`src/rtl/peer_seq_pkg.sv`:
```
package peer_seq_pkg;

  typedef enum logic [2:0] {
    ST_VER  = 3'd0,
    ST_ID   = 3'd1,
    ST_SHM  = 3'd2,
    ST_RUN  = 3'd3,
    ST_FAIL = 3'd4
  } seq_state_e;

  typedef enum logic [2:0] {
    E_NONE     = 3'd0,
    E_VERSION  = 3'd1,
    E_ID       = 3'd2,
    E_MASTER   = 3'd3,
    E_RANGE    = 3'd4,
    E_DUP_SHM  = 3'd5,
    E_VEC_FULL = 3'd6,
    E_PEER     = 3'd7
  } seq_err_e;

  localparam int MSG_BYTES = 8;
  localparam logic signed [63:0] ID_LIMIT = 64'sd65535;

endpackage

```
`src/rtl/msg_assembler.sv`:
```
module msg_assembler
  import peer_seq_pkg::*;
(
  input  logic        clk,
  input  logic        rst_n,
  input  logic        in_valid,
  input  logic [7:0]  in_byte,
  input  logic        in_handle,
  output logic        msg_vld,
  output logic [63:0] msg_data,
  output logic        msg_hdl
);

  localparam int CNT_W = $clog2(MSG_BYTES);
  localparam int BUF_W = 8 * (MSG_BYTES - 1);
  localparam logic [CNT_W-1:0] LAST = CNT_W'(MSG_BYTES - 1);

  logic [CNT_W-1:0] cnt_q, cnt_d;
  logic [BUF_W-1:0] buf_q, buf_d;
  logic             vld_q, vld_d;
  logic [63:0]      data_q, data_d;
  logic             hdl_q, hdl_d;

  always_comb begin
    cnt_d  = cnt_q;
    buf_d  = buf_q;
    vld_d  = 1'b0;
    data_d = data_q;
    hdl_d  = hdl_q;
    if (in_valid) begin
      if (cnt_q == LAST) begin
        vld_d  = 1'b1;
        data_d = {in_byte, buf_q};
        hdl_d  = in_handle;
        cnt_d  = '0;
      end else begin
        buf_d[{cnt_q, 3'b000} +: 8] = in_byte;
        cnt_d = cnt_q + 1'b1;
      end
    end
  end

  always_ff @(posedge clk or negedge rst_n) begin
    if (!rst_n) begin
      cnt_q  <= '0;
      buf_q  <= '0;
      vld_q  <= 1'b0;
      data_q <= '0;
      hdl_q  <= 1'b0;
    end else begin
      vld_q <= vld_d;
      if (in_valid) begin
        cnt_q  <= cnt_d;
        buf_q  <= buf_d;
        data_q <= data_d;
        hdl_q  <= hdl_d;
      end
    end
  end

  assign msg_vld  = vld_q;
  assign msg_data = data_q;
  assign msg_hdl  = hdl_q;

endmodule

```
`src/rtl/peer_vec_table.sv`:
```
module peer_vec_table #(
  parameter int MAX_PEERS  = 32,
  parameter int INIT_PEERS = 16,
  parameter int VEC_W      = 4,
  localparam int PEER_W    = $clog2(MAX_PEERS),
  localparam int SIZE_W    = $clog2(MAX_PEERS + 1)
) (
  input  logic              clk,
  input  logic              rst_n,
  input  logic [PEER_W-1:0] upd_idx,
  input  logic              inc_en,
  input  logic              clr_en,
  input  logic              grow_en,
  input  logic [PEER_W-1:0] qry_idx,
  output logic [VEC_W-1:0]  upd_cnt,
  output logic [VEC_W-1:0]  qry_cnt,
  output logic [SIZE_W-1:0] size
);

  logic [VEC_W-1:0]  cnt_q [MAX_PEERS];
  logic [VEC_W-1:0]  cnt_d [MAX_PEERS];
  logic [SIZE_W-1:0] size_q, size_d;
  logic              tbl_en;

  for (genvar g = 0; g < MAX_PEERS; g++) begin : g_entry
    logic hit;
    assign hit = (upd_idx == PEER_W'(g));
    assign cnt_d[g] = (clr_en && hit) ? '0 :
                      (inc_en && hit) ? cnt_q[g] + 1'b1 : cnt_q[g];
  end

  always_comb begin
    size_d = size_q;
    if (grow_en && (SIZE_W'(upd_idx) >= size_q))
      size_d = SIZE_W'(upd_idx) + 1'b1;
  end

  assign tbl_en = inc_en | clr_en | grow_en;

  always_ff @(posedge clk or negedge rst_n) begin
    if (!rst_n) begin
      size_q <= SIZE_W'(INIT_PEERS);
      for (int i = 0; i < MAX_PEERS; i++) cnt_q[i] <= '0;
    end else if (tbl_en) begin
      size_q <= size_d;
      for (int i = 0; i < MAX_PEERS; i++) cnt_q[i] <= cnt_d[i];
    end
  end

  assign upd_cnt = cnt_q[upd_idx];
  assign qry_cnt = cnt_q[qry_idx];
  assign size    = size_q;

endmodule

```
`src/rtl/seq_ctrl.sv`:
```
module seq_ctrl
  import peer_seq_pkg::*;
#(
  parameter int MAX_PEERS = 32,
  parameter int VEC_W     = 4,
  parameter logic signed [63:0] PROTO_VER = 64'sd0,
  localparam int PEER_W   = $clog2(MAX_PEERS),
  localparam int SIZE_W   = $clog2(MAX_PEERS + 1)
) (
  input  logic              clk,
  input  logic              rst_n,
  input  logic              msg_vld,
  input  logic [63:0]       msg_data,
  input  logic              msg_hdl,
  input  logic [VEC_W-1:0]  cfg_max_vec,
  input  logic              cfg_master,
  input  logic [VEC_W-1:0]  peer_cnt,
  input  logic [SIZE_W-1:0] tbl_size,
  output logic [PEER_W-1:0] peer_idx,
  output logic              inc_en,
  output logic              clr_en,
  output logic              grow_en,
  output logic [15:0]       own_id,
  output logic              setup_done,
  output logic              setup_fail,
  output logic              vec_stb,
  output logic [VEC_W-1:0]  vec_idx,
  output logic              err_stb,
  output logic [2:0]        err_code
);

  seq_state_e        st_q, st_d;
  logic [15:0]       own_q, own_d;
  logic              vstb_q, vstb_d;
  logic [VEC_W-1:0]  vidx_q, vidx_d;
  logic              estb_q, estb_d;
  seq_err_e          code_q, code_d;
  seq_err_e          err;

  logic signed [63:0] sval;
  logic [15:0]        peer16;
  logic               is_shm, bad_range, id_ok, in_cap, beyond_tbl, is_own;

  assign sval       = signed'(msg_data);
  assign peer16     = msg_data[15:0];
  assign is_shm     = (sval == -64'sd1);
  assign bad_range  = (sval < -64'sd1) || (sval > ID_LIMIT);
  assign id_ok      = (sval >= 64'sd0) && (sval <= ID_LIMIT);
  assign in_cap     = (peer16 < 16'(MAX_PEERS));
  assign beyond_tbl = (peer16 >= 16'(tbl_size));
  assign is_own     = (peer16 == own_q);
  assign peer_idx   = msg_data[PEER_W-1:0];

  always_comb begin
    st_d    = st_q;
    own_d   = own_q;
    vstb_d  = 1'b0;
    vidx_d  = vidx_q;
    estb_d  = 1'b0;
    code_d  = code_q;
    inc_en  = 1'b0;
    clr_en  = 1'b0;
    grow_en = 1'b0;
    err     = E_NONE;
    if (msg_vld) begin
      unique case (st_q)
        ST_VER: begin
          if (msg_hdl || (sval != PROTO_VER)) err = E_VERSION;
          else st_d = ST_ID;
        end
        ST_ID: begin
          if (msg_hdl || !id_ok) err = E_ID;
          else if (cfg_master && (peer16 != 16'd0)) err = E_MASTER;
          else begin
            own_d = peer16;
            st_d  = ST_SHM;
          end
        end
        ST_SHM, ST_RUN: begin
          if (bad_range) err = E_RANGE;
          else if (is_shm) begin
            if (st_q == ST_RUN) err = E_DUP_SHM;
            else st_d = ST_RUN;
          end else if (!in_cap) err = E_PEER;
          else if (msg_hdl) begin
            grow_en = 1'b1;
            if (peer_cnt >= cfg_max_vec) err = E_VEC_FULL;
            else begin
              inc_en = 1'b1;
              if (is_own) begin
                vstb_d = 1'b1;
                vidx_d = peer_cnt;
              end
            end
          end else begin
            if (is_own || beyond_tbl) err = E_PEER;
            else clr_en = 1'b1;
          end
        end
        default: ;
      endcase
    end
    if (err != E_NONE) begin
      estb_d = 1'b1;
      code_d = err;
      if (st_q != ST_RUN) st_d = ST_FAIL;
    end
  end

  always_ff @(posedge clk or negedge rst_n) begin
    if (!rst_n) begin
      st_q   <= ST_VER;
      own_q  <= '0;
      vstb_q <= 1'b0;
      vidx_q <= '0;
      estb_q <= 1'b0;
      code_q <= E_NONE;
    end else begin
      vstb_q <= vstb_d;
      estb_q <= estb_d;
      if (msg_vld) begin
        st_q   <= st_d;
        own_q  <= own_d;
        vidx_q <= vidx_d;
        code_q <= code_d;
      end
    end
  end

  assign own_id     = own_q;
  assign setup_done = (st_q == ST_RUN);
  assign setup_fail = (st_q == ST_FAIL);
  assign vec_stb    = vstb_q;
  assign vec_idx    = vidx_q;
  assign err_stb    = estb_q;
  assign err_code   = code_q;

endmodule

```
`src/rtl/peer_setup_seq.sv`:
```
module peer_setup_seq #(
  parameter int MAX_PEERS  = 32,
  parameter int INIT_PEERS = 16,
  parameter int VEC_W      = 4,
  parameter logic signed [63:0] PROTO_VER = 64'sd0,
  localparam int PEER_W    = $clog2(MAX_PEERS),
  localparam int SIZE_W    = $clog2(MAX_PEERS + 1)
) (
  input  logic              clk,
  input  logic              rst_n,
  input  logic              in_valid,
  input  logic [7:0]        in_byte,
  input  logic              in_handle,
  input  logic [VEC_W-1:0]  cfg_max_vec,
  input  logic              cfg_master,
  output logic [15:0]       own_id,
  output logic              setup_done,
  output logic              setup_fail,
  output logic [SIZE_W-1:0] tbl_size,
  input  logic [PEER_W-1:0] qry_peer,
  output logic [VEC_W-1:0]  qry_count,
  output logic              vec_setup_stb,
  output logic [VEC_W-1:0]  vec_setup_idx,
  output logic              err_stb,
  output logic [2:0]        err_code
);

  logic              msg_vld;
  logic [63:0]       msg_data;
  logic              msg_hdl;
  logic [PEER_W-1:0] peer_idx;
  logic              inc_en, clr_en, grow_en;
  logic [VEC_W-1:0]  peer_cnt;

  msg_assembler u_asm (
    .clk      (clk),
    .rst_n    (rst_n),
    .in_valid (in_valid),
    .in_byte  (in_byte),
    .in_handle(in_handle),
    .msg_vld  (msg_vld),
    .msg_data (msg_data),
    .msg_hdl  (msg_hdl)
  );

  seq_ctrl #(
    .MAX_PEERS(MAX_PEERS),
    .VEC_W    (VEC_W),
    .PROTO_VER(PROTO_VER)
  ) u_ctrl (
    .clk        (clk),
    .rst_n      (rst_n),
    .msg_vld    (msg_vld),
    .msg_data   (msg_data),
    .msg_hdl    (msg_hdl),
    .cfg_max_vec(cfg_max_vec),
    .cfg_master (cfg_master),
    .peer_cnt   (peer_cnt),
    .tbl_size   (tbl_size),
    .peer_idx   (peer_idx),
    .inc_en     (inc_en),
    .clr_en     (clr_en),
    .grow_en    (grow_en),
    .own_id     (own_id),
    .setup_done (setup_done),
    .setup_fail (setup_fail),
    .vec_stb    (vec_setup_stb),
    .vec_idx    (vec_setup_idx),
    .err_stb    (err_stb),
    .err_code   (err_code)
  );

  peer_vec_table #(
    .MAX_PEERS (MAX_PEERS),
    .INIT_PEERS(INIT_PEERS),
    .VEC_W     (VEC_W)
  ) u_tbl (
    .clk    (clk),
    .rst_n  (rst_n),
    .upd_idx(peer_idx),
    .inc_en (inc_en),
    .clr_en (clr_en),
    .grow_en(grow_en),
    .qry_idx(qry_peer),
    .upd_cnt(peer_cnt),
    .qry_cnt(qry_count),
    .size   (tbl_size)
  );

endmodule

```
`config.mk`:
```
export PLATFORM = sky130hd
export DESIGN_NAME = peer_setup_seq
export DESIGN_NICKNAME = d
export VERILOG_FILES = /design/src/rtl/peer_seq_pkg.sv /design/src/rtl/msg_assembler.sv /design/src/rtl/peer_vec_table.sv /design/src/rtl/seq_ctrl.sv /design/src/rtl/peer_setup_seq.sv
export SDC_FILE = /design/constraint.sdc
export NUM_CORES = 1
export LEC_CHECK = 0
export CELL_PAD_IN_SITES_DETAIL_PLACEMENT = 0
export CELL_PAD_IN_SITES_GLOBAL_PLACEMENT = 2
export CORE_MARGIN = 2
export CORE_UTILIZATION = 42
export DETAILED_ROUTE_END_ITERATION = 10
export PLACE_DENSITY_LB_ADDON = 0.1
export SLEW_MARGIN = 10
export SYNTH_ARGS = -nofsm -noshare
export SYNTH_HDL_FRONTEND = slang
export SYNTH_HIERARCHICAL = 1
export SYNTH_SLANG_ARGS = --single-unit
```
`constraint.sdc`:
```
create_clock -name clk -period 6.3 [get_ports clk]
set_input_delay 1.26 -clock clk [delete_from_list [all_inputs] [get_ports clk]]
set_output_delay 1.26 -clock clk [all_outputs]
set_load 0.05 [all_outputs]
```
After elaboration in Yosys (flattened, before gate mapping):

Index checks and enable logic that the tools add are counted.

* shift operators: 2
* reduce and logical (&&, ||, !) cells: 148
* bitwise gates (word level): 10
* add/subtract/negate cells: 35
* equality and inequality tests: 39
* multiplexer cells: 124
* magnitude comparators: 10

Operators with widths (number)
* 4-bit two-way mux: 68
* 4-bit by 1-bit adder with 4-bit output (second input constant): 32
* 5-bit equality test (second input constant): 16
* 2-bit AND reduction: 36
* 1-bit logical AND: 67
* 64-bit by 1-bit equality test with 1-bit output (second input constant): 1
* 64-bit by 1-bit greater-or-equal comparator with 1-bit output (second input constant): 1
* 64-bit by 17-bit > comparator with 1-bit output (second input constant): 1
* 64-bit by 17-bit less-or-equal comparator with 1-bit output (second input constant): 1
* 64-bit by 1-bit < comparator with 1-bit output (second input constant): 1
* 2-bit nonzero test: 32
* 64-bit nonzero test: 1
* 56-bit bitwise mux: 1
* 8-bit by 8-bit variable shift with 56-bit output (first input constant): 1
* 8-bit by 8-bit indexed part select with 56-bit output: 1
* 3-bit two-way mux: 18
* 4-bit binary-select mux with 5-bit select: 2
* 5-bit by 4-bit equality test with 1-bit output (second input constant): 8
* 1-bit two-way mux: 32
* 5-bit by 3-bit equality test with 1-bit output (second input constant): 4
* 3-bit case mux with 3 select lines: 2
* 16-bit equality test: 1
* 16-bit by 6-bit greater-or-equal comparator with 1-bit output: 1
* 16-bit by 6-bit < comparator with 1-bit output (second input constant): 1
* 25 further kinds: 39

* register bits after elaboration: 287
* word-level logic and storage cells: 412
* input bits: 22

Logic depth before layout (Yosys ltp):

Gate-level depths: netlist (run 1).

* word-level depth: 15
* depth in mapped cells: 24
* gate-level depth less buffers: 17

Cells and area by module:

The synthesis (run 1) kept the hierarchy.

By module, submodules not included
* peer_vec_table: area an instance 8924.8 µm², cells each 909, instances 1
* msg_assembler: area an instance 5051.1 µm², cells each 338, instances 1
* seq_ctrl: area an instance 2062.0 µm², cells each 210, instances 1

Worst setup path after synthesis (run 1):

No wires, ideal clock.

* path kind: reg2reg
* from: register u_asm.data_q[0], in the netlist u_asm/msg_data[0]
* to: register u_tbl/cnt_q[22] in the netlist's numbering
* stages on the path, launching flop included: 24
* data required time: 6.177 ns
* setup time: 0.123 ns
* setup slack: 1.708 ns
* arrival: 4.469 ns
* buffers on the path: 9
* path through: dfrtp_1 -> buf_4 -> buf_4 -> buf_4 -> buf_4 -> buf_2 -> mux4_2 -> a22oi_1 -> a21oi_1 -> inv_1 -> ha_1 -> nand2b_1 -> a21oi_1 -> nor2_1 -> a2111o_1 -> a2111oi_2 -> clkbuf_1 -> o21a_1 -> buf_2 -> buf_2 -> buf_1 -> a21oi_1 -> o21ai_0 -> nand2_1

* word-level cells in the longest chain between the ends: 15
* elaborated cells on any way between the ends: 40
* those cells by class: order compare (5); eq/ne (3); mux (23); bitwise (3); reduce/logical (6)

Ends and longest elaborated chain
* start, declared: line msg_assembler.sv:21 `logic [63:0] data_q, data_d;`
* start signal, assigned: line msg_assembler.sv:55 `data_q <= data_d;`
* 5-bit inverter with 6-bit output (not written as such) (*): line peer_vec_table.sv:50 `assign upd_cnt = cnt_q[upd_idx];`
* 4-bit binary-select mux with 5-bit select (*): line peer_vec_table.sv:50
* 4-bit two-way mux (not written as such) (*) (2 in series): line peer_vec_table.sv:50
* named net peer_cnt[0]: line peer_setup_seq.sv:33 `logic [VEC_W-1:0] peer_cnt;`
* 4-bit greater-or-equal comparator (*): line seq_ctrl.sv:87 `if (peer_cnt >= cfg_max_vec) err = E_VEC_FULL;`
* 1-bit two-way mux (*): line seq_ctrl.sv:87
* 1-bit two-way mux (*): line seq_ctrl.sv:85 `else if (msg_hdl) begin`
* 1-bit two-way mux (*): line seq_ctrl.sv:84 `end else if (!in_cap) err = E_PEER;`
* 1-bit two-way mux (*): line seq_ctrl.sv:81 `else if (is_shm) begin`
* 1-bit two-way mux (*): line seq_ctrl.sv:80 `if (bad_range) err = E_RANGE;`
* 1-bit two-way mux (*): line seq_ctrl.sv:66 `unique case (st_q)`
* 1-bit two-way mux (*): line seq_ctrl.sv:65 `if (msg_vld) begin`
* named net inc_en: line peer_setup_seq.sv:32 `logic inc_en, clr_en, grow_en;`
* 1-bit OR or 1-bit logical AND (tied branches): line peer_vec_table.sv:38, peer_vec_table.sv:29
* 1-bit OR or 2-bit nonzero test (tied branches)
* 2-bit AND reduction (no line) (*)
* end, declared: line peer_vec_table.sv:20 `logic [VEC_W-1:0] cnt_q [MAX_PEERS];`

The timed path passes the listed nets; every way through them passes the cells marked *. The select of a mux whose other input is x is not followed.
A chain may end at the register's enable or synchronous reset.

Final worst setup path (run 1):

* from: input port qry_peer[2]
* to: output port qry_count[0]

* word-level cells in the longest chain between the ends: 4

Ends and longest elaborated chain
* start, declared: line peer_setup_seq.sv:20 `input logic [PEER_W-1:0] qry_peer,`
* 5-bit inverter with 6-bit output (not written as such): line peer_vec_table.sv:51 `assign qry_cnt = cnt_q[qry_idx];`
* 4-bit binary-select mux with 5-bit select: line peer_vec_table.sv:51
* 4-bit two-way mux (not written as such) (2 in series): line peer_vec_table.sv:51
* end, declared: line peer_setup_seq.sv:21 `output logic [VEC_W-1:0] qry_count,`

Every way passes these cells. The select of a mux whose other input is x is not followed.

==> results of run 1 <==
-- Yosys cell counts (3+ instances only) --
library cell,count
nand3_1,76
nor3_1,74
mux2_2,135
a21o_1,31
ha_1,60
o41ai_1,3
nand4_1,27
nand2b_1,34
a22oi_1,4
nor3b_1,8
a31oi_1,5
o21ai_0,103
nand2_1,134
o221ai_1,8
a21oi_1,67
nor2_1,26
o21ai_1,3
inv_1,48
and2_1,17
clkbuf_1,39
xnor2_1,18
o21a_1,4
nand3b_1,3
nor3_2,4
mux4_2,60
mux2_4,8
buf_4,11
nor4_1,17
o31ai_1,3
nor2b_1,13
buf_2,15
mux2i_1,44
o22a_1,4
buf_1,8
o2111ai_1,3
o22ai_1,9
and3_1,4
dfrtp_1,286
-- cell type report --
type	instances	area (um2)	area share, %
clock buffers	52	1050	5.74
clock inverters	11	150	0.819
inverters	50	188	1.02
multi-input cells	1046	8340	45.5
flip-flops and latches	287	7180	39.2
well taps	511	639	3.49
repair buffers	83	776	4.23
-- through the flow --
| step | hold WS, ps | setup WS (ps) | util (%) | total power [mW] |
|---|---|---|---|---|
| 3_5_place_dp | 489 | 1000 | 45.5 | 4.40 |
| 6_report | 501 | 1000 | 48.7 | 6.45 |
| 4_1_cts | 502 | 995 | 48.7 | 6.52 |
| 5_1_grt | 508 | 609 | 48.7 | 6.80 |
| 3_3_place_gp | 481 | 1020 | 45.5 | 4.37 |
| 2_1_floorplan | 460 | 1710 | - | 3.75 |
-- worst max-delay path, stage by stage --
cell and delay (ps):
clkdlybuf4s50_1 450, buf_4 390, mux4_2 380, mux4_2 530
mux2_2 300, clkdlybuf4s50_1 700
-- cells by family (layout without fill, tap and decap cells) --
family	count (synthesis)	count (layout)	synth area share (%)
buffers and inverters	124	196	3.32
flip-flops	287	287	44.8
multiplexers	247	247	21.4
XOR/XNOR	18	18	0.983
adder cells (fa/ha/maj)	60	60	4.68
AND/OR/NAND/NOR	458	458	14.9
AO/OA/AOI/OAI	263	263	9.97
-- routing by layer --
metal  global-route usage (%)  part of all wire, %  vias up
met4                     7.96                  3.2        0
met3                     3.16                  3.8       78
met1                     30.7                   44     5825
met5                        0                    0        -
li1                         -                    -     5489
met2                     39.9                   49      266
-- power by group through the flow --
stage | clock [mW] | combinational (mW) | sequential, mW
final | 2.09 | 1.81 | 2.55
after detailed placement | 0 | 1.82 | 2.58
after global placement | 0 | 1.80 | 2.57
after floorplan | 0 | 1.31 | 2.44
after global routing | 2.23 | 1.98 | 2.60
after CTS | 2.15 | 1.82 | 2.55
-- sequential cells by signal, indices dropped and copies added, names as in the netlist --
name             count
u_asm/msg_hdl        1
u_tbl/size           6
u_ctrl/err_stb       1
u_asm/msg_vld        1
u_ctrl/vec_stb       1
u_asm/msg_data      64
u_ctrl/err_code      3
u_asm/buf_q         56
u_ctrl/vec_idx       4
u_ctrl/st_q          3
u_asm/cnt_q          3
u_tbl/cnt_q        128
u_ctrl/own_id       16
-- worst paths after layout --
kind                                    end  slack [ps]
max                            qry_count[0]        1000
min                          u_asm/buf_q[1]         500
max reg2reg                 u_tbl/cnt_q[99]        1120
min reg2reg                  u_asm/buf_q[1]         500
max in group asynchronous   u_tbl/cnt_q[56]        4290
min in group asynchronous  u_tbl/cnt_q[117]         720
==> run_results.csv, run 1 <==
group,metric,value,unit
worst_setup_path,crit_path_start_kind,"input port",
cts,path_clk_slew,60,ps
timing,min_period_over_period,84.1,%
power,power_switching_share,34.4,%
final_layout,fin_nets,1586,
route,drc,0,
hold_path,worstHoldPathCells,1,
final_layout,n_antenna_cell,0,
cts,cts_made_buffers,36,
place,port_buffers,58,
cts,clock_sinks,287,
job,maxCapViolCount,0,
logic_synthesis,syn_area,0.0160,mm2
power,leakage,8.14,nW
worst_setup_path,cp_max_fo,32,
power,p_int,4.23,mW
logic_synthesis,ys_ff_latch,287,
power,power_density,352,mW/mm2
route,drtAntennaViolNets,0,
route,vias,11658,
worst_setup_path,cp.arrival,4040,ps
global_route,grt_max_degree,107,
global_route,grt_pass1_wl,70600,um
cts,postCtsSetupBuffers,0,
route,wire_per_inst,22.0,um
global_route,grt_usage,23.4,%
logic_synthesis,syn_area_per_cell,11.0,um2
timing,tightest_slew,1050,ps
floorplanning,core_area,0.0377,mm2
worst_setup_path,cp-end-kind,"output port",
cts,post_cts_resized,0,
logic_synthesis,ys_types,73,
timing,setup_viol,0,
logic_synthesis,yosysSeqAreaShare,44.8,%
worst_setup_path,crit_type,"input port to output port",
route,wirelength,44800,um
route,drt_iter0_markers,619,
logic_synthesis,yosys-top-cells-area,"dfrtp_1 45%, mux2_2 9.5%, mux4_2 8.4%, ha_1 4.7%, o21ai_0 3.2%",
floorplanning,dieArea,0.0398,mm2
timing,fmax,189,MHz
logic_synthesis,synth_flop_cell,"dfrtp_1",
route,drtPass1Iterations,7,
hold_path,min-delay-start,"u_asm/buf_q[1]",
floorplanning,initial_core_util,42.6,%
worst_setup_path,r2r-start,"u_asm/msg_data[0]",
power,peakVddDrop,0.000268,V
worst_setup_path,r2r_cells,15,
power,p_seq_share,39.5,%
cts,clockBufferDepth,3,
logic_synthesis,yosys_warnings,6,
logic_synthesis,synth.top_cell.area_share,44.6,%
place,gp_congestion,0.808,
timing,setup-tns-final,0,ps
timing,slew_violations,0,
floorplanning,die_y,199,um
logic_synthesis,synth_top_area_cell,"dfrtp_1",
global_route,antenna_found_initial,0,
power,power_frac_comb,28.1,%
hold_path,hp-class,"flop to flop",
floorplanning,num_rows,71,
global_route,grt_pass1_vias,11749,
power,p_clk_share,32.4,%
place,postPlaceCellArea,0.0171,mm2
place,dp_cells,1977,
final_layout,drive_gt1_share,20.5,%
global_route,grt.overflow.total,0,
timing,hold_violations,0,
floorplanning,ios,59,
timing,finClkSkew,25.3,ps
final_layout,nFillCells,3509,
status,outcome,"finished clean",
floorplanning,die_w,199,um
timing,rsz0062_at_grt,"no",
final_layout,layout_common_cells,"285 x dfrtp_1, 135 x mux2_2, 133 x nand2_1, 103 x o21ai_0, 76 x nand3_1",
timing,relSlewSlack,28.9,%
worst_setup_path,required,5040,ps
power,switching_power,2.22,mW
final_layout,final_common_cell,"dfrtp_1",
logic_synthesis,synth_nets,1539,
timing,period_minus_slack,5300,ps
cts,cts_hold_buf,0,
logic_synthesis,async_reset_ff_share,100,%
worst_setup_path,startpoint,"qry_peer[2]",
cts,cts_tree,"yes",
route,viasPerCell,5.71,
final_layout,areaGrowthSynthToFinish,14.3,%
final_layout,final_cells,2040,
place,hpwl,31400,um
logic_synthesis,synth_cells,1457,
cts,cts_root_buffer,"clkbuf_16",
cts,clock_latency,540,ps
final_layout,design_area,0.0183,mm2
logic_synthesis,synth_edf_count,0,
cts,htree_levels,2,
No activity file was read; power rests on OpenSTA's default activity.
==> inputs of run 2 (changes only) <==
Clock period 6.3 ns to 5 ns, I/O delays scaled along.
==> run_results.csv, run 2 (synthesis gave the netlist of run 1 again) <==
group,metric,value,unit
place,hpwl,31400,um
timing,tightest_slew,1040,ps
global_route,grt_pass1_vias,11622,
route,wl_met3,1870,um
worst_setup_path,cp.arrival,5040,ps
floorplanning,core_area,0.0377,mm2
route,vias,11662,
cts,cts_root_buffer,"clkbuf_16",
power,power_frac_comb,28.3,%
worst_setup_path,r2r_setup_slack,410,ps
cts,clockBufferDepth,3,
power,power_density,448,mW/mm2
timing,setup_viol,0,
timing,setup-tns-final,0,ps
place,place_worst_setup_slack,120,ps
route,drc,0,
floorplanning,die_y,199,um
timing,period_minus_slack,4590,ps
worst_setup_path,crit_path_start_kind,"flop",
route,drt_iter0_markers,750,
place,gp_congestion,0.841,
worst_setup_path,crit_type,"flop to flop",
route,wire_per_inst,21.8,um
cts,htree_levels,2,
final_layout,drive_gt1_share,21.0,%
floorplanning,die_w,199,um
power,p_int,5.47,mW
timing,hold_violations,0,
hold_path,hp-class,"input port to async pin",
final_layout,n_antenna_cell,0,
route,viasPerCell,5.71,
floorplanning,initial_core_util,42.6,%
cts,clock_latency,540,ps
power,p_seq_share,38.3,%
timing,setup_ws,414,ps
worst_setup_path,rr_endpoint,"u_tbl/cnt_q[63]",
worst_setup_path,required,5460,ps
route,drtPass1Iterations,5,
cts,path_clk_slew,60,ps
floorplanning,dieArea,0.0398,mm2
worst_setup_path,r2r_cells,19,
final_layout,largest_reg_flops,128,
worst_setup_path,cp_max_fo,35,
cts,cts_tree,"yes",
cts,cts_made_buffers,36,
global_route,antenna_found_initial,0,
global_route,grt_pass1_wl,70600,um
place,port_buffers,58,
final_layout,final_common_cell,"dfrtp_1",
route,wirelength,44600,um
worst_setup_path,r2r-start,"u_asm/msg_data[0]",
final_layout,fin_nets,1587,
power,p_clk_share,33.4,%
route,m1WireLength,19500,um
timing,rsz0062_at_grt,"no",
route,top_layer_used,"met4",
timing,relSlewSlack,30.5,%
timing,fmax,218,MHz
status,outcome,"finished clean",
place,postPlaceCellArea,0.0172,mm2
final_layout,top_register,"u_tbl/cnt_q",
worst_setup_path,cp-end-kind,"flop",
floorplanning,num_rows,71,
cts,clock_sinks,287,
route,drtAntennaViolNets,0,
timing,finClkSkew,11.2,ps
final_layout,design_area,0.0185,mm2
global_route,grt_max_degree,116,
route,wl_met2,21700,um
power,power_switching_share,33.9,%
power,leakage,8.21,nW
power,peakVddDrop,0.000308,V
final_layout,utilization,49.0,%
timing,min_period_over_period,91.7,%
final_layout,areaGrowthSynthToFinish,15.2,%
global_route,grt.overflow.total,0,
power,switching_power,2.80,mW
floorplanning,ios,59,
timing,slew_violations,0,
job,maxCapViolCount,0,
global_route,grt_usage,23.3,%
final_layout,layout_common_cells,"285 x dfrtp_1, 135 x mux2_2, 133 x nand2_1, 103 x o21ai_0, 76 x nand3_1",
-- run 2: routing by layer --
| metal | up-vias | GRT usage [%] |
|---|---|---|
| met3 | 86 | 3.22 |
| met5 | - | 0 |
| li1 | 5514 | - |
| met4 | 0 | 8.53 |
| met2 | 262 | 39.0 |
| met1 | 5800 | 31.0 |
-- run 2: metrics by stage --
step / total power, mW / hold WS, ps / instances
2_1_floorplan: 4.73 / 460 / 1457
6_report: 8.28 / 469 / 2043
4_1_cts: 8.37 / 504 / 2043
5_1_grt: 8.76 / 513 / 2043
3_3_place_gp: 5.53 / 481 / 1978
3_5_place_dp: 5.55 / 490 / 1978
-- run 2: worst max-delay path by stage --
stage | to | from | cells after the start | slack, ps
finish | u_tbl/cnt_q[63] | u_asm/msg_data[0] | 19 | 410
floorplan | u_tbl/cnt_q[22] | u_asm/msg_data[0] | 23 | 410
CTS | u_tbl/cnt_q[71] | u_asm/msg_data[0] | 16 | 80
detailed placement | u_tbl/cnt_q[115] | u_asm/msg_data[0] | 16 | 120
global route | u_tbl/cnt_q[111] | u_asm/msg_data[0] | 18 | 30
global placement | u_tbl/cnt_q[87] | u_asm/msg_data[0] | 16 | 180
-- run 2: layout make-up --
| class | count | area [um2] |
|---|---|---|
| well taps | 511 | 639 |
| clock buffers | 51 | 1060 |
| flip-flops and latches | 287 | 7190 |
| clock inverters | 14 | 204 |
| multi-input cells | 1046 | 8360 |
| repair buffers | 84 | 841 |
| inverters | 50 | 188 |
| fillers | 3455 | 19200 |
-- run 2: what timing repair did --
action,in CTS,in global routing
setup buffers,0,0
gates resized for setup,0,2
endpoints found under the setup margin,0,75
hold buffers,0,0
-- run 2: worst max-delay path: stages (launching register included) --
cell and delay, ps:
dfrtp_4 610, buf_4 240, mux2i_1 140, o22a_1 220, o221ai_1 180, a21oi_1 100
a21oi_1 240, inv_1 70, ha_1 260, nand2b_1 140, a21oi_1 160, nor2_1 70
a2111o_1 420, a2111oi_4 450, o21a_1 220, buf_12 210, nand3_1 260, nor3_1 300
a21oi_1 50, o21ai_0 140
-- run 2: power by group through the flow --
stage / registers (mW) / clock network (mW) / logic (mW)
floorplan: 3.08 / 0 / 1.65
global placement: 3.20 / 0 / 2.33
detailed placement: 3.22 / 0 / 2.34
CTS: 3.18 / 2.85 / 2.34
global route: 3.25 / 2.94 / 2.58
finish: 3.17 / 2.76 / 2.34
==> inputs of run 3 (changes only) <==
Settings changed: CORE_ASPECT_RATIO set to 0.7, RECOVER_POWER set to 50.
==> run_results.csv, run 3 (synthesis gave the netlist of run 1 again) <==
group,metric,value,unit
timing,hold_violations,0,
floorplanning,die_w,238,um
route,drt_iter0_markers,1056,
cts,cts_root_buffer,"clkbuf_16",
worst_setup_path,r2r_cells,19,
final_layout,areaGrowthSynthToFinish,14.2,%
place,gp_congestion,0.869,
floorplanning,die_y,167,um
final_layout,largest_reg_flops,128,
route,drc,0,
status,violations,"max-capacitance violations, max-slew violations",
final_layout,fin_nets,1594,
hold_path,hold_end,"u_asm/msg_data[48]",
timing,tightest_slew,2730,ps
timing,rsz0062_at_grt,"no",
hold_path,min-delay-start,"u_asm/buf_q[48]",
cts,clockBufferDepth,3,
timing,slew_violations,213,
route,viasPerCell,5.82,
status,outcome,"finished with violations",
worst_setup_path,r2r_setup_slack,480,ps
floorplanning,initial_core_util,42.9,%
timing,relSlewSlack,-82.0,%
route,drtAntennaViolNets,0,
timing,fmax,221,MHz
worst_setup_path,crit_type,"flop to flop",
power,leakage,8.14,nW
worst_setup_path,cp-end-kind,"flop",
final_layout,layout_common_cells,"284 x dfrtp_1, 135 x mux2_2, 133 x nand2_1, 103 x o21ai_0, 76 x nand3_1",
timing,setup_viol,0,
timing,finClkSkew,12.1,ps
final_layout,drive_gt1_share,21.2,%
worst_setup_path,rr_endpoint,"u_tbl/cnt_q[6]",
global_route,grt.overflow.total,0,
place,port_buffers,58,
floorplanning,num_rows,59,
final_layout,design_area,0.0183,mm2
global_route,grt_usage,23.8,%
worst_setup_path,cp_max_fo,35,
timing,period_minus_slack,4520,ps
route,drtPass1Iterations,8,
global_route,antenna_found_initial,1,
global_route,grt_pass1_wl,72300,um
timing,min_period_over_period,90.4,%
power,power_density,444,mW/mm2
hold_path,worstHoldPathCells,1,
floorplanning,ios,59,
place,postPlaceCellArea,0.0172,mm2
final_layout,final_cells,2026,
worst_setup_path,r2r-start,"u_asm/msg_data[3]",
place,hpwl,33400,um
cts,cts_tree,"yes",
route,wire_per_inst,23.1,um
worst_setup_path,required,5480,ps
cts,htree_levels,1,
worst_setup_path,crit_path_start_kind,"flop",
place,dp_cells,1960,
final_layout,final_common_cell,"dfrtp_1",
final_layout,top_register,"u_tbl/cnt_q",
floorplanning,core_area,0.0374,mm2
job,maxCapViolCount,4,
cts,cts_made_buffers,31,
cts,clock_sinks,287,
global_route,grt_pass1_vias,11342,
cts,clock_latency,580,ps
route,vias,11791,
timing,setup-tns-final,0,ps
global_route,grt_max_degree,104,
cts,path_clk_slew,70,ps
power,peakVddDrop,0.000290,V
floorplanning,dieArea,0.0398,mm2
hold_path,hp-class,"flop to flop",
route,wirelength,46700,um
worst_setup_path,cp.arrival,5000,ps
==> run 3: area by class of cell <==
| type | instances | area, um2 |
|---|---|---|
| Antenna cell | 2 | 5.00 |
| Clock buffer | 39 | 856 |
| Clock inverter | 18 | 211 |
| Fill cell | 3394 | 19100 |
| Inverter | 50 | 188 |
| Multi-Input combinational cell | 1046 | 8350 |
| Sequential cell | 287 | 7190 |
| Tap cell | 488 | 611 |
| Timing Repair Buffer | 96 | 907 |
==> run 3: layer usage <==
metal / global-route usage (%) / part of all wire (%) / wire (um) / vias to the layer above
met3: 5.72 / 7.1 / 3310 / 53
met5: 0 / 0 / 0 / -
met1: 39.3 / 53 / 24700 / 5869
li1: - / - / - / 5526
met4: 4.68 / 1.8 / 839 / 0
met2: 30.8 / 38 / 17900 / 343
==> run 3: critical path, cell delays in order, from the launching register on <==
cell	delay [ps]
dfrtp_1	460
nor2b_1	220
buf_4	210
nand2_1	250
o221ai_1	320
a21oi_1	70
a21oi_1	230
inv_1	70
ha_1	260
nand2b_1	140
a21oi_1	140
nor2_1	60
a2111o_1	410
a2111oi_4	410
o21a_1	210
buf_12	210
nand3_1	260
nor3_1	250
a21oi_1	70
o21ai_0	170
==> run 3: worst max path at each step <==
| stage | from | endpoint | slack [ps] | cells after the start |
|---|---|---|---|---|
| after floorplan | u_asm/msg_data[0] | u_tbl/cnt_q[22] | 410 | 23 |
| after global placement | u_asm/msg_data[0] | u_tbl/cnt_q[87] | 190 | 15 |
| after detailed placement | u_asm/msg_data[0] | u_tbl/cnt_q[87] | 180 | 15 |
| after CTS | u_asm/msg_data[0] | u_tbl/cnt_q[115] | 180 | 15 |
| after global routing | u_asm/msg_data[3] | u_tbl/cnt_q[11] | 70 | 19 |
| final | u_asm/msg_data[3] | u_tbl/cnt_q[6] | 480 | 19 |
==> run 3: stage by stage <==
step	power [mW]	setup WS [ps]	hold slack [ps]	utilization (%)
3_5_place_dp	5.67	178	488	46.0
4_1_cts	8.15	183	469	48.8
6_report	8.13	482	495	48.9
5_1_grt	8.55	70.1	519	48.9
2_1_floorplan	4.73	408	460	-
3_3_place_gp	5.65	186	481	46.0
==> run 3: where the power goes <==
group	leakage (nW)	switching [mW]	internal, mW
clock network	0.519	1.01	1.42
logic	3.76	1.39	1.10
registers	3.87	0.462	2.75
total	8.14	2.86	5.27
==> run 3: timing repair <==
| item | 4_1_cts | 5_1_grt |
|---|---|---|
| endpoints found under the setup margin | 0 | 64 |
| buffers inserted | 0 | 7 |
| resized for setup | 0 | 3 |
| hold buffers | 0 | 0 |
